`src/rtl/i2cw_pkg.sv`:
```
// Package: shared widths, the engine phase type and the word-length decode.
// Assumes an 8-bit data buffer and a 3-bit length code.
package i2cw_pkg;
    localparam int BUF_W  = 8;
    localparam int LEN_W  = 3;
    localparam int SLOT_W = $clog2(BUF_W + 2);

    typedef enum logic [1:0] {
        PH_IDLE = 2'd0,
        PH_LOW  = 2'd1,
        PH_HIGH = 2'd2,
        PH_PARK = 2'd3
    } phase_t;

    // Length code to data clock count: zero selects a full buffer.
    function automatic logic [SLOT_W-1:0] word_len(input logic [LEN_W-1:0] code);
        if (code == '0) return SLOT_W'(BUF_W);
        return SLOT_W'(code);
    endfunction
endpackage

```
`src/rtl/i2cw_divider.sv`:
```
// Half-period divider: while run is high, pulses tick on the last cycle of
// every half_div-cycle window. Held at zero while not running so that each
// word starts on a full phase. A divisor of 0 behaves as 1.
module i2cw_divider #(
    parameter int DIV_W = 8
) (
    input  logic             clk,
    input  logic             rst_n,
    input  logic             run,
    input  logic [DIV_W-1:0] half_div,
    output logic             tick
);
    logic [DIV_W-1:0] cnt;

    assign tick = run && ((cnt + 1'b1) >= half_div);

    // Count system clocks within the current half phase.
    always_ff @(posedge clk) begin
        if (!rst_n || !run || tick) cnt <= '0;
        else                        cnt <= cnt + 1'b1;
    end
endmodule

```
`src/rtl/i2cw_shreg.sv`:
```
// Data buffer: loads on a software write and shifts left by one bit on each
// data clock, taking the sampled SDA level into bit 0. Bit W-1 is the next
// bit to transmit. Assumes load and shift never coincide.
module i2cw_shreg #(
    parameter int W = 8
) (
    input  logic         clk,
    input  logic         rst_n,
    input  logic         load,
    input  logic [W-1:0] load_val,
    input  logic         shift,
    input  logic         bit_in,
    output logic [W-1:0] q
);
    // Hold, load or shift the buffer.
    always_ff @(posedge clk) begin
        if (!rst_n)     q <= '0;
        else if (load)  q <= load_val;
        else if (shift) q <= {q[W-2:0], bit_in};
    end
endmodule

```
`src/rtl/i2c_word_master.sv`:
```
// Two-wire bus master word engine. Runs one word of data clocks, plus an
// optional acknowledge clock, per software start, then parks with SCL low and
// the pending flag cleared. Assumes SCL is driven only by this engine (no
// clock stretching) and that start/stop conditions come from elsewhere.
module i2c_word_master
    import i2cw_pkg::*;
#(
    parameter int DIV_W = 8
) (
    input  logic             clk,
    input  logic             rst_n,
    input  logic             wr_en,
    input  logic [BUF_W-1:0] wr_data,
    input  logic             set_pend,
    input  logic             cfg_wr,
    input  logic [LEN_W-1:0] cfg_len,
    input  logic             cfg_ack,
    input  logic             cfg_tx,
    input  logic [DIV_W-1:0] half_div,
    input  logic             sda_in,
    output logic             scl_out,
    output logic             sda_pull,
    output logic [BUF_W-1:0] rd_data,
    output logic             pend_n,
    output logic             irq,
    output logic             last_rx
);
    phase_t            ph;
    logic              busy, start, tick, data_slot, last_slot, do_shift;
    logic [SLOT_W-1:0] slot, act_len;
    logic              act_ack, act_tx;
    logic [LEN_W-1:0]  cfg_len_q;
    logic              cfg_ack_q, cfg_tx_q;

    assign busy      = (ph == PH_LOW) || (ph == PH_HIGH);
    assign start     = !busy && (wr_en || set_pend);
    assign data_slot = slot < act_len;
    assign last_slot = slot == (act_len + SLOT_W'(act_ack) - 1'b1);
    assign do_shift  = (ph == PH_HIGH) && tick && data_slot;

    i2cw_divider #(.DIV_W(DIV_W)) u_div (
        .clk(clk), .rst_n(rst_n), .run(busy), .half_div(half_div), .tick(tick)
    );

    i2cw_shreg #(.W(BUF_W)) u_buf (
        .clk(clk), .rst_n(rst_n), .load(wr_en && !busy), .load_val(wr_data),
        .shift(do_shift), .bit_in(sda_in), .q(rd_data)
    );

    // Configuration shadow: software writes land here at any time.
    always_ff @(posedge clk) begin
        if (!rst_n) begin
            cfg_len_q <= '0;
            cfg_ack_q <= 1'b0;
            cfg_tx_q  <= 1'b1;
        end else if (cfg_wr) begin
            cfg_len_q <= cfg_len;
            cfg_ack_q <= cfg_ack;
            cfg_tx_q  <= cfg_tx;
        end
    end

    // Phase sequencer: start, low/high phase alternation, park on completion.
    always_ff @(posedge clk) begin
        if (!rst_n) begin
            ph      <= PH_IDLE;
            slot    <= '0;
            act_len <= SLOT_W'(BUF_W);
            act_ack <= 1'b0;
            act_tx  <= 1'b1;
            pend_n  <= 1'b1;
            irq     <= 1'b0;
            last_rx <= 1'b1;
        end else begin
            irq <= 1'b0;
            if (start) begin
                ph      <= PH_LOW;
                slot    <= '0;
                act_len <= word_len(cfg_len_q);
                act_ack <= cfg_ack_q;
                act_tx  <= cfg_tx_q;
                pend_n  <= 1'b1;
            end else if (tick && ph == PH_LOW) begin
                ph <= PH_HIGH;
            end else if (tick && ph == PH_HIGH) begin
                last_rx <= sda_in;
                if (last_slot) begin
                    ph     <= PH_PARK;
                    pend_n <= 1'b0;
                    irq    <= 1'b1;
                end else begin
                    ph   <= PH_LOW;
                    slot <= slot + 1'b1;
                end
            end
        end
    end

    // Line drive: SCL follows the phase; SDA from buffer MSB or ack policy.
    always_comb begin
        scl_out  = (ph == PH_IDLE) || (ph == PH_HIGH);
        sda_pull = 1'b0;
        if (busy) begin
            if (data_slot) sda_pull = act_tx && !rd_data[BUF_W-1];
            else           sda_pull = !act_tx && act_ack;
        end
    end
endmodule


```
`config.mk`:
```
export PLATFORM = sky130hd
export DESIGN_NAME = i2c_word_master
export DESIGN_NICKNAME = d
export VERILOG_FILES = /design/src/rtl/i2cw_pkg.sv /design/src/rtl/i2cw_divider.sv /design/src/rtl/i2cw_shreg.sv /design/src/rtl/i2c_word_master.sv
export SDC_FILE = /design/constraint.sdc
export NUM_CORES = 1
export LEC_CHECK = 0
export CORE_MARGIN = 2
export CORE_UTILIZATION = 55
export DETAILED_ROUTE_END_ITERATION = 8
export PLACE_DENSITY_LB_ADDON = 0.08
export SETUP_SLACK_MARGIN = 0.2
export SLEW_MARGIN = 0
export SYNTH_ARGS = -nofsm -noshare
export SYNTH_HDL_FRONTEND = slang
export SYNTH_SLANG_ARGS = --single-unit
```
`constraint.sdc`:
```
create_clock -name clk -period 3.9 [get_ports clk]
set_input_delay 0.78 -clock clk [delete_from_list [all_inputs] [get_ports clk]]
set_output_delay 0.78 -clock clk [all_outputs]
set_load 0.01 [all_outputs]
```
==> impl_results.md <==
- Synth Flop Type: dfxtp_1
- CTS H-Tree Depth: 2
- Hold buffers post-CTS: 0
- TNS Setup: 0 ps
- Period utilization: 0.781
- Arrival @ worst endpoint: 2270 ps
- DRC: 0
- Worst Clk Skew: 6.43 ps
- Final net count: 297
- Crit-path cells: inv_1 > ha_1 > a21oi_1 > o21ai_0 > mux2i_1 > nor2b_1 > clkdlybuf4s50_1
- Ratio of cells with drive above 1 in the final layout: 0.0791
- Worst-Skew Late Latency: 330 ps
- Vias per std cell: 5.25
- Post-synth EDFFs: 0
- Post-synth cell types: 42
- Syn_area_per_cell: 9.19 um^2
- Hold WS: 468 ps
- RSZ-0062 raised after global routing: no
- # fillers: 281
- Critical Path Sink Type: output port
- Final setup violation count: 0
- Half-perimeter wire length after placement: 2850 um
- Clock transition at path regs: 100 ps
- Initial antenna violation count: 0
- Async SR Flop Fraction: 0
- Starting Density: 0.578
- Synthesized netlist cell count: 213
- Reg-to-reg startpoint: u_div.cnt[0]
- Crit path max fanout: 3
- Io pins: 40
- RePlAce Congestion: 0.857
- Cell with the most instances after synthesis: dfxtp_1
- Footprint of the multi-input gates: 1140 um^2
- Worst Max-Slew Pin Slew: 398 ps
- Setup crit start kind: flip-flop
- Final ANT Viol Nets: 0
- P per Cell Area: 304 nW/um^2
- Ys Warns: 0
- ANT cells: 0
- Congestion Overflow GR: 0
- Top area cells in the synthesized netlist: dfxtp_1 (37%), ha_1 (12%), o221a_2 (4.0%)
- R2R setup slack: 1270 ps
- Post-synth top cells: dfxtp_1 (36), nand2_1 (19), ha_1 (18), inv_1 (17)
- Root buf cell: clkbuf_4
- Seq pwr share: 0.535
- P_int: 0.000553 W
- Die area: 4050 um^2
- First-pass GRT wire length: 6380 um
- Vias post-DR: 1570
- Total wire length: 3730 um
- Synth top area share: 0.368
- WP data required: 3120 ps
- Core region area: 3390 um^2
- Port Buf Inserts: 39
- Slew Viols, Final: 0
- Hold Crit Start: act_ack
- Hold EP: act_ack
- DP Area: 2380 um^2
- All-layer global routing usage: 0.199
- Hold path depth: 2
- Reg2Reg Depth: 10
- CTS tree: built
- Max stage delay on crit path: 550 ps
- Storage cell area: 721 um^2
- Status: finished clean
- Switching share of power: 0.254
- Mapped Nets: 258
- Endpoints failing hold: 0
- Number of synthesized register bits: 36
- Setup CP Type: flip-flop to output port
- Util after Layout: 0.719
- Routed len/inst: 12.5 um
- RR Endpoint: u_buf.q[5]
- Worst slew margin: 0.733
- Num CTS Buffers: 5
- Pin count of the biggest net entering global routing: 26
- Row count: 21
- Max IR drop VDD: 238 uV
- DIE WIDTH: 63.7 um
- Post-CTS setup repair buffer count: 0
- Worst-path cell with the longest stage delay: clkdlybuf4s50_1
- P_sw: 0.000188 W
- Vias in the first global route: 1475
- Synth area leader: dfxtp_1
- Area of the mapped netlist: 1960 um^2
- Finished Cell Area: 2440 um^2
- Pre-antenna DRT Iters: 4
- Number of max-cap violations: 0
- DRT iter0 DRCs: 44
- Min Clock Period, post-route: 3050 ps
- Total power: 0.000741 W
- Synth-to-Final Area Change: 24.5%
- Leak: 0.998 nW
- CTS sink count: 36
- Comb power frac: 0.190
- Hold Path Class: flip-flop to flip-flop
- Post-synthesis sequential area ratio: 0.368
- Peak Freq: 328 MHz
- Clock power share: 0.275
- CTS Buffer Depth: 2
- Cts repair resizes: 0
- Die Ht: 63.7 um
[worst max-delay path by stage]
stage	from	to	slack, ps	cells after the start
2_1_floorplan	half_div[0]	ph[0]	1390	6
4_1_cts	act_len[3]	sda_pull	850	7
3_3_place_gp	half_div[0]	u_buf.q[3]	910	7
6_report	act_len[3]	sda_pull	850	7
5_1_grt	act_len[3]	sda_pull	730	7
3_5_place_dp	half_div[0]	u_buf.q[5]	870	7
[per-stage QoR]
stage	std cells	worst slack (ps)
6_report	299	853
5_1_grt	299	730
4_1_cts	299	845
3_5_place_dp	291	867
3_3_place_gp	291	906
2_1_floorplan	213	1390
[kinds of logic (layout without fill, tap and decap cells)]
logic type,after synthesis,after routing,share of synthesized area
AND/OR/NAND/NOR,69,69,0.182
buffers and inverters,25,65,0.0498
AO/OA/AOI/OAI,47,47,0.193
flip-flops,36,36,0.368
adder cells (fa/ha/maj),18,18,0.115
XOR/XNOR,11,11,0.0562
multiplexers,7,7,0.0358
[critical path: cells and delay by family (launching register included)]
kind | cells | cell delay [ps]
buf+inv | 2 | 610
flops | 1 | 380
compound gates | 2 | 380
fa+ha+maj | 1 | 290
simple gates | 1 | 150
mux | 1 | 140
[flip-flops by register name, indices dropped and copies added (netlist names)]
signal and cells:
u_buf.q 8, ph 2, u_div.cnt 8, cfg_tx_q 1, act_ack 1, act_len 4
act_tx 1, irq 1, slot 4, cfg_len_q 3, last_rx 1, cfg_ack_q 1
pend_n 1
[routing by layer]
metal / routed length, um / share of wire / global-route usage / vias to the layer above
met3: 175 / 0.047 / 0.0536 / 4
li1: - / - / - / 823
met1: 1810 / 0.48 / 0.245 / 712
met2: 1710 / 0.46 / 0.336 / 31
met4: 31 / 0.0083 / 0.0652 / 0
met5: 0 / 0 / 0 / -
[power by group through the flow]
stage | registers (W) | clock network (W) | logic, W
2_1_floorplan | 0.000406 | 0 | 0.0000787
5_1_grt | 0.000399 | 0.000229 | 0.000155
3_3_place_gp | 0.000405 | 0 | 0.000138
6_report | 0.000397 | 0.000204 | 0.000141
3_5_place_dp | 0.000405 | 0 | 0.000141
4_1_cts | 0.000397 | 0.000212 | 0.000142
[placed cells by master (no fill, tap or decap), types with 2 or more instances in the layout]
master and instances:
a21boi_0 6, a21oi_1 8, and3_1 2, clkbuf_1 2, clkbuf_4 5, clkdlybuf4s50_1 39, dfxtp_1 36, ha_1 18
inv_1 17, mux2i_1 7, nand2_1 19, nand2b_1 2, nand3_1 12, nor2_1 11, nor2b_1 12, o21a_1 8
o21ai_0 3, o21ai_2 2, o221a_2 7, o31ai_1 2, or2_2 2, or4_1 2, xnor2_1 5, xor2_1 5
[final cells by class]
| cell class | instances | share of cell area |
|---|---|---|
| multi-input cells | 152 | 0.467 |
| flip-flops and latches | 36 | 0.296 |
| repair buffers | 40 | 0.163 |
| inverters | 17 | 0.0262 |
| clock buffers | 8 | 0.0241 |
| well taps | 46 | 0.0236 |
Note: power is estimated with default switching activity, not from simulation.
